[config.mk]
export PLATFORM = sky130hd
export DESIGN_NAME = simd8_addsub
export DESIGN_NICKNAME = d
export VERILOG_FILES = /design/src/rtl/simd8_pkg.sv /design/src/rtl/simd8_decode.sv /design/src/rtl/simd8_lane.sv /design/src/rtl/simd8_stickyflag.sv /design/src/rtl/simd8_addsub.sv
export SDC_FILE = /design/constraint.sdc
export NUM_CORES = 1
export LEC_CHECK = 0
export CORE_UTILIZATION = 30
export CTS_BUF_LIST = sky130_fd_sc_hd__clkbuf_4
export DETAILED_ROUTE_END_ITERATION = 6
export PLACE_DENSITY = 0.56
export SLEW_MARGIN = 20
export SYNTH_ARGS = -nofsm -noshare
export SYNTH_HDL_FRONTEND = slang
export SYNTH_SLANG_ARGS = --single-unit
[constraint.sdc]
create_clock -name clk -period 1 [get_ports clk]
set_input_delay 0.2 -clock clk [delete_from_list [all_inputs] [get_ports clk]]
set_output_delay 0.2 -clock clk [all_outputs]
set_load 0.02 [all_outputs]
[src/rtl/simd8_pkg.sv]
package simd8_pkg;

   localparam logic [6:0] OPC_PACKED = 7'b1110111;
   localparam logic [2:0] F3_BYTE    = 3'b000;

   typedef enum logic [2:0] {
      M_WRAP  = 3'd0,
      M_SHALF = 3'd1,
      M_UHALF = 3'd2,
      M_SSAT  = 3'd3,
      M_USAT  = 3'd4
   } lane_mode_e;

   typedef struct packed {
      logic       match;
      logic       legal;
      logic       is_sub;
      lane_mode_e mode;
   } dec_t;

   function automatic logic mode_saturates(lane_mode_e m);
      return (m == M_SSAT) || (m == M_USAT);
   endfunction

endpackage

[src/rtl/simd8_decode.sv]
module simd8_decode
   import simd8_pkg::*;
(
   input  logic [6:0] opcode,
   input  logic [2:0] funct3,
   input  logic [6:0] funct7,
   output dec_t       dec
);

   logic       hit;
   logic       known;
   lane_mode_e mode;

   always_comb begin
      known = 1'b1;
      mode  = M_WRAP;
      unique case (funct7[6:1])
         6'b010010: mode = M_WRAP;
         6'b000010: mode = M_SHALF;
         6'b001010: mode = M_UHALF;
         6'b000110: mode = M_SSAT;
         6'b001110: mode = M_USAT;
         default: begin
            known = 1'b0;
            mode  = M_WRAP;
         end
      endcase
   end

   assign hit        = (opcode == OPC_PACKED) && (funct3 == F3_BYTE);
   assign dec.match  = hit;
   assign dec.legal  = hit && known;
   assign dec.is_sub = funct7[0];
   assign dec.mode   = mode;

endmodule

[src/rtl/simd8_lane.sv]
module simd8_lane
   import simd8_pkg::*;
#(
   parameter int W = 8
) (
   input  logic [W-1:0] a,
   input  logic [W-1:0] b,
   input  logic         is_sub,
   input  lane_mode_e   mode,
   output logic [W-1:0] y,
   output logic         clamp
);

   localparam int EW = W + 2;

   logic          sgn;
   logic [EW-1:0] ea;
   logic [EW-1:0] eb;
   logic [EW-1:0] ex;
   logic [EW-W:0] top_s;
   logic [1:0]    top_u;
   logic          s_out_of_range;
   logic          u_out_of_range;

   assign sgn = (mode == M_SHALF) || (mode == M_SSAT);
   assign ea  = sgn ? {{2{a[W-1]}}, a} : {2'b00, a};
   assign eb  = sgn ? {{2{b[W-1]}}, b} : {2'b00, b};
   assign ex  = is_sub ? (ea - eb) : (ea + eb);

   assign top_s          = ex[EW-1:W-1];
   assign top_u          = ex[EW-1:W];
   assign s_out_of_range = !((&top_s) || !(|top_s));
   assign u_out_of_range = |top_u;

   always_comb begin
      y     = ex[W-1:0];
      clamp = 1'b0;
      unique case (mode)
         M_WRAP: y = ex[W-1:0];
         M_SHALF,
         M_UHALF: y = ex[W:1];
         M_SSAT: begin
            clamp = s_out_of_range;
            if (s_out_of_range)
               y = ex[EW-1] ? {1'b1, {(W-1){1'b0}}} : {1'b0, {(W-1){1'b1}}};
         end
         M_USAT: begin
            clamp = u_out_of_range;
            if (u_out_of_range)
               y = ex[EW-1] ? {W{1'b0}} : {W{1'b1}};
         end
         default: y = ex[W-1:0];
      endcase
   end

endmodule

[src/rtl/simd8_stickyflag.sv]
module simd8_stickyflag (
   input  logic clk,
   input  logic rst_n,
   input  logic set_i,
   input  logic clr_i,
   output logic flag_o
);

   always_ff @(posedge clk or negedge rst_n) begin
      if (!rst_n)
         flag_o <= 1'b0;
      else if (set_i)
         flag_o <= 1'b1;
      else if (clr_i)
         flag_o <= 1'b0;
   end

endmodule

[src/rtl/simd8_addsub.sv]
module simd8_addsub
   import simd8_pkg::*;
#(
   parameter int XLEN    = 32,
   parameter int LANE_W  = 8,
   parameter bit REG_OUT = 1'b1
) (
   input  logic            clk,
   input  logic            rst_n,
   input  logic            issue,
   input  logic [31:0]     insn,
   input  logic [XLEN-1:0] op_a,
   input  logic [XLEN-1:0] op_b,
   input  logic            sat_clr,
   output logic [XLEN-1:0] res,
   output logic            res_vld,
   output logic            illegal,
   output logic            sat_flag
);

   localparam int LANES = XLEN / LANE_W;

   generate
      if ((XLEN != 32) && (XLEN != 64)) begin : g_bad_xlen
         $error("simd8_addsub: XLEN must be 32 or 64");
      end
      if (LANE_W != 8) begin : g_bad_lane
         $error("simd8_addsub: lanes are 8 bits wide");
      end
   endgenerate

   dec_t            dec;
   logic [XLEN-1:0] lane_res;
   logic [LANES-1:0] lane_clamp;
   logic            take;
   logic            sat_event;
   logic [XLEN-1:0] res_nx;
   logic            vld_nx;
   logic            ill_nx;
   logic            unused_fields;

   assign unused_fields = ^{insn[24:15], insn[11:7]};

   simd8_decode u_dec (
      .opcode (insn[6:0]),
      .funct3 (insn[14:12]),
      .funct7 (insn[31:25]),
      .dec    (dec)
   );

   genvar gi;
   generate
      for (gi = 0; gi < LANES; gi++) begin : g_lane
         simd8_lane #(.W(LANE_W)) u_lane (
            .a      (op_a[gi*LANE_W +: LANE_W]),
            .b      (op_b[gi*LANE_W +: LANE_W]),
            .is_sub (dec.is_sub),
            .mode   (dec.mode),
            .y      (lane_res[gi*LANE_W +: LANE_W]),
            .clamp  (lane_clamp[gi])
         );
      end
   endgenerate

   assign take      = issue && dec.legal;
   assign sat_event = take && mode_saturates(dec.mode) && (|lane_clamp);
   assign res_nx    = take ? lane_res : '0;
   assign vld_nx    = take;
   assign ill_nx    = issue && dec.match && !dec.legal;

   simd8_stickyflag u_flag (
      .clk    (clk),
      .rst_n  (rst_n),
      .set_i  (sat_event),
      .clr_i  (sat_clr),
      .flag_o (sat_flag)
   );

   generate
      if (REG_OUT) begin : g_reg_out
         always_ff @(posedge clk or negedge rst_n) begin
            if (!rst_n) begin
               res     <= '0;
               res_vld <= 1'b0;
               illegal <= 1'b0;
            end else begin
               res     <= res_nx;
               res_vld <= vld_nx;
               illegal <= ill_nx;
            end
         end
      end else begin : g_comb_out
         assign res     = res_nx;
         assign res_vld = vld_nx;
         assign illegal = ill_nx;
      end
   endgenerate

endmodule

# [After elaboration in Yosys (flattened, before gate mapping)]
# Index checks and enable logic that the tools add are counted.
[classes] n_eq_ne=10 n_shift=0 bitwise_logic=0 order_cmp=0 n_div=0 mux=41 n_addsub=8 n_mul=0 n_reduce_logical=39
[ops] cell="$mux W8" count=16
[ops] cell="$mux W10" count=12
[ops] cell="$pmux W8 S3" count=4
[ops] cell="$add A10 B10 Y10" count=4
[ops] cell="$sub A10 B10 Y10" count=4
[ops] cell="$mux W32" count=1
[ops] cell="$eq A6 B4 Y1 const B" count=2
[ops] cell="$pmux W3 S4" count=1
[ops] cell="$reduce_and A3 Y1" count=4
[ops] cell="$reduce_or A3 Y1" count=4
[ops] cell="$reduce_or A2 Y1" count=5
[ops] cell="$logic_not A1 Y1" count=9
[ops] cell="$pmux W1 S2" count=4
[ops] cell="$eq A7 B7 Y1 const B" count=1
[ops] cell="$logic_and A1 B1 Y1" count=7
[ops] cell="$eq A3 B2 Y1 const B" count=2
[ops] cell="$eq A6 B2 Y1 const B" count=1
[ops] cell="$eq A6 B3 Y1 const B" count=1
[ops] cell="$eq A6 B5 Y1 const B" count=1
[ops] cell="$logic_or A1 B1 Y1" count=6
[ops] cell="$reduce_or A5 Y1" count=1
[ops] cell="$reduce_or A4 Y1" count=1
[ops] cell="$eq A3 B1 Y1 const B" count=1
[ops] cell="$eq A3 B3 Y1 const B" count=1
[ops] cell="other kinds (3)" count=5
[word_totals] mem_bits_rw=0 memories=0 out_inout_bits=35 rom_bits=0 in_bits=100 latchBits=0 word_cells=102 regBits=35

# [Depth between registers and ports, before layout]
# Gate-level depths: netlist of run 1.
[logic_depth] depth_word=15 mapped_depth=16

# [Modules after synthesis]
# A second synthesis of run 1 with hierarchy kept.
[hier_totals] hier_cells=829 hier_area_um2=6353.6
[modules_own_cells] mod="simd8_lane (g_lane[0].u_lane ...)" area_each_um2=1336.3 cells_each=192 seq_area_each_um2=0.0 instances=2
[modules_own_cells] mod="simd8_lane (g_lane[2].u_lane)" area_each_um2=1270.0 cells_each=177 seq_area_each_um2=0.0 instances=1
[modules_own_cells] mod="simd8_lane (g_lane[3].u_lane)" area_each_um2=1157.4 cells_each=171 seq_area_each_um2=0.0 instances=1
[modules_own_cells] mod="simd8_addsub" area_each_um2=1123.6 cells_each=80 seq_area_each_um2=850.8 instances=1
[modules_own_cells] mod="simd8_decode" area_each_um2=93.8 cells_each=14 seq_area_each_um2=0.0 instances=1
[modules_own_cells] mod="simd8_stickyflag" area_each_um2=36.3 cells_each=3 seq_area_each_um2=25.0 instances=1

# [Least setup slack after synthesis of run 1]
# No wires, ideal clock.
[synth_path] path_kind="input port to flip-flop" startpoint="in op_b[13]" endpoint="reg res[9]" n_path_buf=1 stages=14 setup_time_ps=104 slack_ps=-2225 arrival_time_ps=3121 path_cell_list="or4_1 > nor2_1 > nor2_1 > xnor2_1 > ha_1 > or2_2 > nand2_1 > a31oi_1 > o21a_1 > or2_2 > clkbuf_1 > a211oi_1 > nor2_1 > a221oi_1"
[synth_via] elab_chain_cells=9 word_cells_on_any_way=15 classes_between="add/sub (2); mux (8); reduce/logical (5)"
[synth_lines] item="from (decl)" line="simd8_addsub.sv:13" rtl="input logic [XLEN-1:0] op_b,"
[synth_lines] item="$mux W10 *" line="simd8_lane.sv:27" rtl="assign eb = sgn ? {{2{b[W-1]}}, b} : {2'b00, b};"
[synth_lines] item="$add A10 B10 Y10 / $sub A10 B10 Y10 (equally long branches)" line="simd8_lane.sv:28" rtl="assign ex = is_sub ? (ea - eb) : (ea + eb);"
[synth_lines] item="$mux W10 *" line="simd8_lane.sv:28"
[synth_lines] item="$reduce_or A3 Y1" line="simd8_lane.sv:32" rtl="assign s_out_of_range = !((&top_s) || !(|top_s));"
[synth_lines] item="$logic_not A1 Y1" line="simd8_lane.sv:32"
[synth_lines] item="$logic_or A1 B1 Y1" line="simd8_lane.sv:32"
[synth_lines] item="$mux W8" line="simd8_lane.sv:44" rtl="if (s_out_of_range)"
[synth_lines] item="$pmux W8 S3 *" line="simd8_lane.sv:38" rtl="unique case (mode)"
[synth_lines] item="$mux W32 *" line="simd8_addsub.sv:67" rtl="assign res_nx = take ? lane_res : '0;"
[synth_lines] item="via res_nx[9]" line="simd8_addsub.sv:37" rtl="logic [XLEN-1:0] res_nx;"
[synth_lines] item="to (signal assigned)" line="simd8_addsub.sv:87" rtl="res <= res_nx;"
[synth_lines] item="to (decl)" line="simd8_addsub.sv:15" rtl="output logic [XLEN-1:0] res,"
# Mark *: on every way through the listed nets, which the timed path passes. The rest lies on a longest branch.
# A chain may end at the register's enable or synchronous reset.

# [Worst setup path in the final report of run 1]
[layout_path] startpoint="in op_b[11]" endpoint="reg res[13]"
# Same word-level chain as after synthesis.

==> results of run 1 <==
[synth_stat cells (5+ instances only)]
cell type / n
o2111ai_1: 6
nor3_1: 15
clkbuf_1: 24
xnor2_1: 41
inv_1: 36
xor2_1: 14
o22ai_1: 6
o21ai_1: 9
a211oi_1: 6
o31a_1: 7
nor2b_1: 9
a221oi_1: 28
and3_1: 6
ha_1: 40
nor2_1: 64
nand3_1: 11
nand2b_1: 19
o211ai_1: 7
dfrtp_1: 35
or2_2: 7
nand2_1: 47
and2_1: 6
mux2_2: 5
o21ai_0: 34
nor4_1: 5
a21oi_1: 62
a21o_1: 7
a31oi_1: 10
[worst max-delay path, cell delays in order]
cell and delay, ns:
buf_6 0.09, or4_4 0.54, buf_6 0.14, nor2_4 0.11, nor2_2 0.04, xnor2_1 0.12, ha_1 0.33, a21o_1 0.19
a211o_1 0.32, o22ai_4 0.24, xor2_4 0.29, a21o_4 0.18, a21oi_2 0.07, o31a_1 0.31
[kinds of logic (layout without fill, tap and decap cells)]
group                      Yosys count  count (layout)  share of synthesized area
AOI/OAI and AO/OA                  216             216                     0.3041
xor gates and xnor gates            58              58                     0.1085
adders and majority gates           44              44                     0.1188
buffers and inverters               65             394                    0.05170
DFF                                 35              35                     0.1792
muxes                                7               7                    0.01817
other                                0               1                          0
and+or+nand+nor                    210             212                     0.2196
[power by group through the flow]
stage,logic [µW],registers [µW],clock network (µW)
global route,7280,1420,1130
detailed placement,4930,1440,0
floorplan,2700,1440,0
CTS,5990,1410,1080
global placement,4850,1440,0
finish,6770,1410,1050
[flip-flops by register name, indices dropped and copies added (netlist names)]
signal / count
res_vld: 1
u_flag.flag_o: 1
res: 32
illegal: 1
[worst paths after layout]
| check | depth (start not counted) | startpoint | slack (ns) | to |
|---|---|---|---|---|
| worst max-delay path | 14 | op_b[11] | -1.90 | res[13] |
| worst min-delay path | 4 | op_b[16] | 0.32 | res[16] |
| worst max register to register | 5 | u_flag.flag_o | -0.11 | u_flag.flag_o |
| worst min register to register | 4 | u_flag.flag_o | 0.90 | u_flag.flag_o |
| max in group asynchronous | 3 | rst_n | 0.49 | res[18] |
| min in group asynchronous | 3 | rst_n | 0.33 | res[28] |
[final cells by class]
type	instances	area, µm²
Fill cell	1349	6302
Multi-Input combinational cell	537	5086
Timing Repair Buffer	349	3120
Sequential cell	35	875.8
Tap cell	216	270.3
Inverter	37	151.4
Clock inverter	3	38.79
Clock buffer	5	37.54
Antenna cell	1	2.502
[metal layers]
layer  wire length [µm]  vias to the layer above  share of wire
met4                427                        0          0.023
met3                785                       28          0.042
li1                   -                     3017              -
met2               9793                      165           0.52
met5                  0                        -              0
met1               7666                     2963           0.41
[repair_timing]
action,4_1_cts,5_1_grt
gates cloned,3,0
hold endpoints to repair,35,0
pin swaps,126,91
hold buffers,1,0
resized for setup,511,111
setup endpoints to repair,70,70
buffers inserted,36,22
[metrics by stage]
step	setup slack [ns]	setup TNS [ns]	area, µm²	hold WS (ns)	power [µW]
floorplan	-2.023	-61.16	5124	-0.09559	4146
global placement	-2.708	-86.09	7746	0.1765	6291
detailed placement	-2.678	-87.41	7746	0.1831	6371
CTS	-1.918	-58.26	8894	0.2924	8481
global route	-1.977	-64.41	9583	0.3223	9827
finish	-1.900	-60.51	9583	0.3154	9239
==> reports/results.ini, run 1 <==
[drt]
vias = 6173
wl_um = 18670
avgRoutedWirePerCell_um = 15.78
drt_iter0_drc = 319
dr.pass1.iters = 5
ant_nets = 0
detail_route.vias_per_cell = 5.218
remaining_drc_errors = 0

[synth]
synth_edf_count = 0
yosysTopAreaCell = dfrtp_1
ys_seq_elements = 35
synth_ff_type = dfrtp_1
syn-mean-instance-area_um2 = 7.698
yosys_warnings = 0
syn_nets = 779
async_flop_share = 1.000
synth_top_area_share = 0.1792
syn_inst = 635
ys_types = 71
synthTopCellsByArea = dfrtp_1 18%, ha_1 10%, xnor2_1 7.3%, a21oi_1 6.3%, a221oi_1 5.0%
yosysSeqAreaShare = 0.1792
syn-cell-area_mm2 = 0.004888

[power]
switchingPower_uw = 3900
p_seq_frac = 0.153
internal_power_uw = 5339
power_frac_clock = 0.114
power_frac_comb = 0.733
switching_share = 0.4221
power_leakage_uw = 0.004209
p_per_area_mw_per_mm2 = 964.1
peakVddDrop_mv = 0.5980

[floorplanning]
die_x_um = 129.7
rows = 46
die_y_um = 129.7
dieArea_mm2 = 0.01681
start_util = 0.3077
coreArea_mm2 = 0.01589
ios = 135

[timing]
drv_slew = 0
tightest_slew_ns = 0.5734
slew_headroom = 0.6177
period_share = 2.900
setup_ws_ns = -1.900
max_freq_ghz = 0.3448
rsz0062_at_grt = true
setup_viol = 69
clock_skew_ns = 0
period_minus_slack_ns = 2.900
finalHoldViolCount = 0

[global_routing]
grt_pass1_wl_um = 28970
gr-total-overflow = 0
gr-usage-met2 = 0.3986
busiest_layer = met2
grt_antenna_before_repair = 1
grt_max_degree = 37
grt_usage = 0.2145
grt_use_met3 = 0.02271
use_met1 = 0.2550
grt_pass1_vias = 6122

[final_layout]
layout_common_cells = 189 x buf_4, 76 x buf_6, 51 x nor2_1, 40 x clkdlybuf4s50_1, 37 x nand2_1
fin_cells = 1183
post-route-util = 0.6033
drive_gt1_frac = 0.5414
nNetsFinal = 1109
final_common_cell = buf_4
area.growth.synth_to_final_pct = 96.03

[placement]
dp_cells = 1117
dpl.hpwl_um = 12870
port_buffers = 119
routabilityCongestion = 0.8611

[clocking]
root_buffer = clkbuf_4
cts_tree = built
clk_path_buf_depth = 2
htree_levels = 2
clock_sinks = 35
numCtsBuffers = 5
clkTransAtPathRegs_ns = 0.12
insertion_delay_ns = 0.36

[worst_setup_path]
cp.arrival_ns = 3.16
start_kind = primary input
critical_path_class = in -> reg
path_max_fanout = 5
crit_path_end_kind = register
cp_data_required_time_ns = 1.26

[worst_hold_path]
hp-class = in -> reg

[outcome]
violations = setup timing
status = complete, but fails checks

[flow_run]
maxCapViolCount = 0

Note: power is estimated with default switching activity, not from simulation.
==> inputs of run 2 (changes only) <==
--- a/config.mk
+++ b/config.mk
@@ -5,10 +5,12 @@
 export SDC_FILE = /design/constraint.sdc
 export NUM_CORES = 1
 export LEC_CHECK = 0
+export CORE_ASPECT_RATIO = 0.5
 export CORE_UTILIZATION = 30
 export CTS_BUF_LIST = sky130_fd_sc_hd__clkbuf_4
 export DETAILED_ROUTE_END_ITERATION = 6
 export PLACE_DENSITY = 0.56
+export REMOVE_ABC_BUFFERS = 1
 export SLEW_MARGIN = 20
 export SYNTH_ARGS = -nofsm -noshare
 export SYNTH_HDL_FRONTEND = slang
==> run 2 against run 1 <==
Against the previous run:
- the flow still finishes with violations (setup timing)
- combinational power rose by 3.2%
- sequential power barely moved
- clock power fell by 28%
- global-route usage rose by 1.1 points
- routed wire length rose by 5.0%
- sequential share of layout area fell by 0.12 points
- critical endpoint unchanged
- highest routed layer unchanged
==> reports/results.ini, run 2 (synthesis gave the netlist of run 1 again) <==
[clocking]
clock_sinks = 35
clkTransAtPathRegs_ns = 0.12
root_buffer = clkbuf_4
htree_levels = 2
numCtsBuffers = 5
cts_tree = built
insertion_delay_ns = 0.34
clk_path_buf_depth = 2

[worst_setup_path]
path_max_fanout = 4
timing.rr.start = u_flag.flag_o
cpMostUsedCell = buf_6
cp.arrival_ns = 3.20
cp_slowest_cell = or4_4
path_delay_family = compound AO/OA/AOI/OAI gates
start_kind = primary input
crit_path_end_kind = register
startpoint = op_b[13]
worstPathBufferInverterCount = 3
cp_data_required_time_ns = 1.24
critPathMaxStageDelay_ns = 0.54
critical_path_class = in -> reg
worstPathCellList = buf_6 -> or4_4 -> buf_6 -> nor2_4 -> nor2_2 -> xnor2_1 -> ha_1 -> a21o_1 -> a211o_1 -> o22ai_4 -> xor2_2 -> a21o_1 -> buf_6 -> a21oi_2 -> o31a_1

[worst_hold_path]
hp-class = in -> reg
hold_start = op_b[24]

[power]
peakVddDrop_mv = 0.4258
p_per_area_mw_per_mm2 = 943.5
power_leakage_uw = 0.004394

[global_routing]
grt_pass1_vias = 6348
gr-total-overflow = 0
grt_max_degree = 37
grt_antenna_before_repair = 0
grt_pass1_wl_um = 30820
grt_usage = 0.2252

[timing]
setup_ws_ns = -1.959
rsz0062_at_grt = true
setup_viol = 69
slew_headroom = 0.6469
finalHoldViolCount = 0
tightest_slew_ns = 0.5297
clock_skew_ns = 0
period_share = 2.959
max_freq_ghz = 0.3380
drv_slew = 0
period_minus_slack_ns = 2.959
holdWs_ns = 0.2967
tns_ns = -60.92

[final_layout]
area.growth.synth_to_final_pct = 98.59
drive_gt1_frac = 0.5382
fillCellCount = 1304
antenna_cells = 0
largest-register = res
largest_register_ffs = 32
nNetsFinal = 1151
final_common_cell = buf_4
layout_common_cells = 225 x buf_4, 81 x buf_6, 49 x nor2_1, 41 x nand2_1, 39 x clkdlybuf4s50_1

[floorplanning]
rows = 32
coreArea_mm2 = 0.01566
die_x_um = 182.5
start_util = 0.3123
ios = 135
die_y_um = 92.27
dieArea_mm2 = 0.01684

[drt]
wl_um = 19610
remaining_drc_errors = 0
avgRoutedWirePerCell_um = 15.97
ant_nets = 0
drt_iter0_drc = 253
vias = 6342
detail_route.vias_per_cell = 5.164
dr.pass1.iters = 5

[outcome]
violations = setup timing
status = complete, but fails checks

[flow_run]
maxCapViolCount = 0

[placement]
dp_slack_ns = -2.683
port_buffers = 119
routabilityCongestion = 0.8761
dpl.hpwl_um = 13220

run 2: cell count changes in the layout (fill, tap and decap cells not counted), sizes merged:
cell,delta
dlymetal6s2s,+1
clkdlybuf4s50,-1
clkbuf,-1
dlygate4sd2,-1
buf,+44
bufbuf,+1
bufinv,-1
diode,-1
clkdlybuf4s15,+1
nand2b,-2
run 2: timing repair:
action	4_1_cts	5_1_grt
setup buffers	58	25
hold buffers	1	0
gates cloned	1	0
resized for setup	524	101
setup endpoints to repair	70	70
pin swaps	140	85
hold endpoints to repair	35	0
run 2: path summary, 6_finish.rpt:
check	end	slack, ns	cells after the start
max reg2reg	u_flag.flag_o	0.06	4
min	res[24]	0.30	4
max in group asynchronous	res[23]	0.44	3
min in group asynchronous	illegal	0.34	3
max	res[13]	-1.96	15
min reg2reg	u_flag.flag_o	0.75	3
run 2: layout make-up:
type	count	area [µm²]	share of cell area
Clock buffer	5	37.54	0.003866
Clock inverter	2	8.758	0.0009022
Timing Repair Buffer	393	3461	0.3565
Inverter	37	146.4	0.01508
Sequential cell	35	875.8	0.09022
Tap cell	221	276.5	0.02848
Multi-Input combinational cell	535	4902	0.5050
run 2: per-layer routing:
metal  up-vias  global-route usage  wire length, µm
met3        28             0.02462              956
met1      3053              0.3017             8861
li1       3086                   -                -
met4         0             0.04132              297
met2       175              0.3922             9498
met5         -                   0                0
run 2: worst reg2reg max path, cell delays in order, from the launching register on:
cell and delay, ns:
dfrtp_1 0.42, nand2b_1 0.12, nand2b_1 0.08, a211oi_2 0.13
a22oi_1 0.08
run 2: report_power, final:
| part | leakage, µW | total, µW | switching [µW] | internal [µW] |
|---|---|---|---|---|
| registers | 0.000489 | 1410 | 0.0456 | 1410 |
| logic | 0.00388 | 6990 | 3420 | 3570 |
| clock network | 0.0000285 | 760 | 510 | 250 |
run 2: per-stage QoR:
| step | area, µm² | instances | total power [µW] | utilization |
|---|---|---|---|---|
| 2_1_floorplan | 4775 | 607 | 3909 | - |
| 3_3_place_gp | 7732 | 1140 | 6245 | 0.4939 |
| 4_1_cts | 9065 | 1205 | 8252 | 0.5790 |
| 5_1_grt | 9708 | 1228 | 9754 | 0.6201 |
| 3_5_place_dp | 7732 | 1140 | 6327 | 0.4939 |
| 6_report | 9708 | 1228 | 9159 | 0.6201 |
==> inputs of run 3 (changes only) <==
--- a/config.mk
+++ b/config.mk
@@ -5,6 +5,8 @@
 export SDC_FILE = /design/constraint.sdc
 export NUM_CORES = 1
 export LEC_CHECK = 0
+export ABC_CLOCK_PERIOD_IN_PS = 1000
+export CAP_MARGIN = 20
 export CORE_ASPECT_RATIO = 0.5
 export CORE_UTILIZATION = 30
 export CTS_BUF_LIST = sky130_fd_sc_hd__clkbuf_4
==> results of run 3 <==
No change in the layout: final DEF, timing and power equal those of run 2.
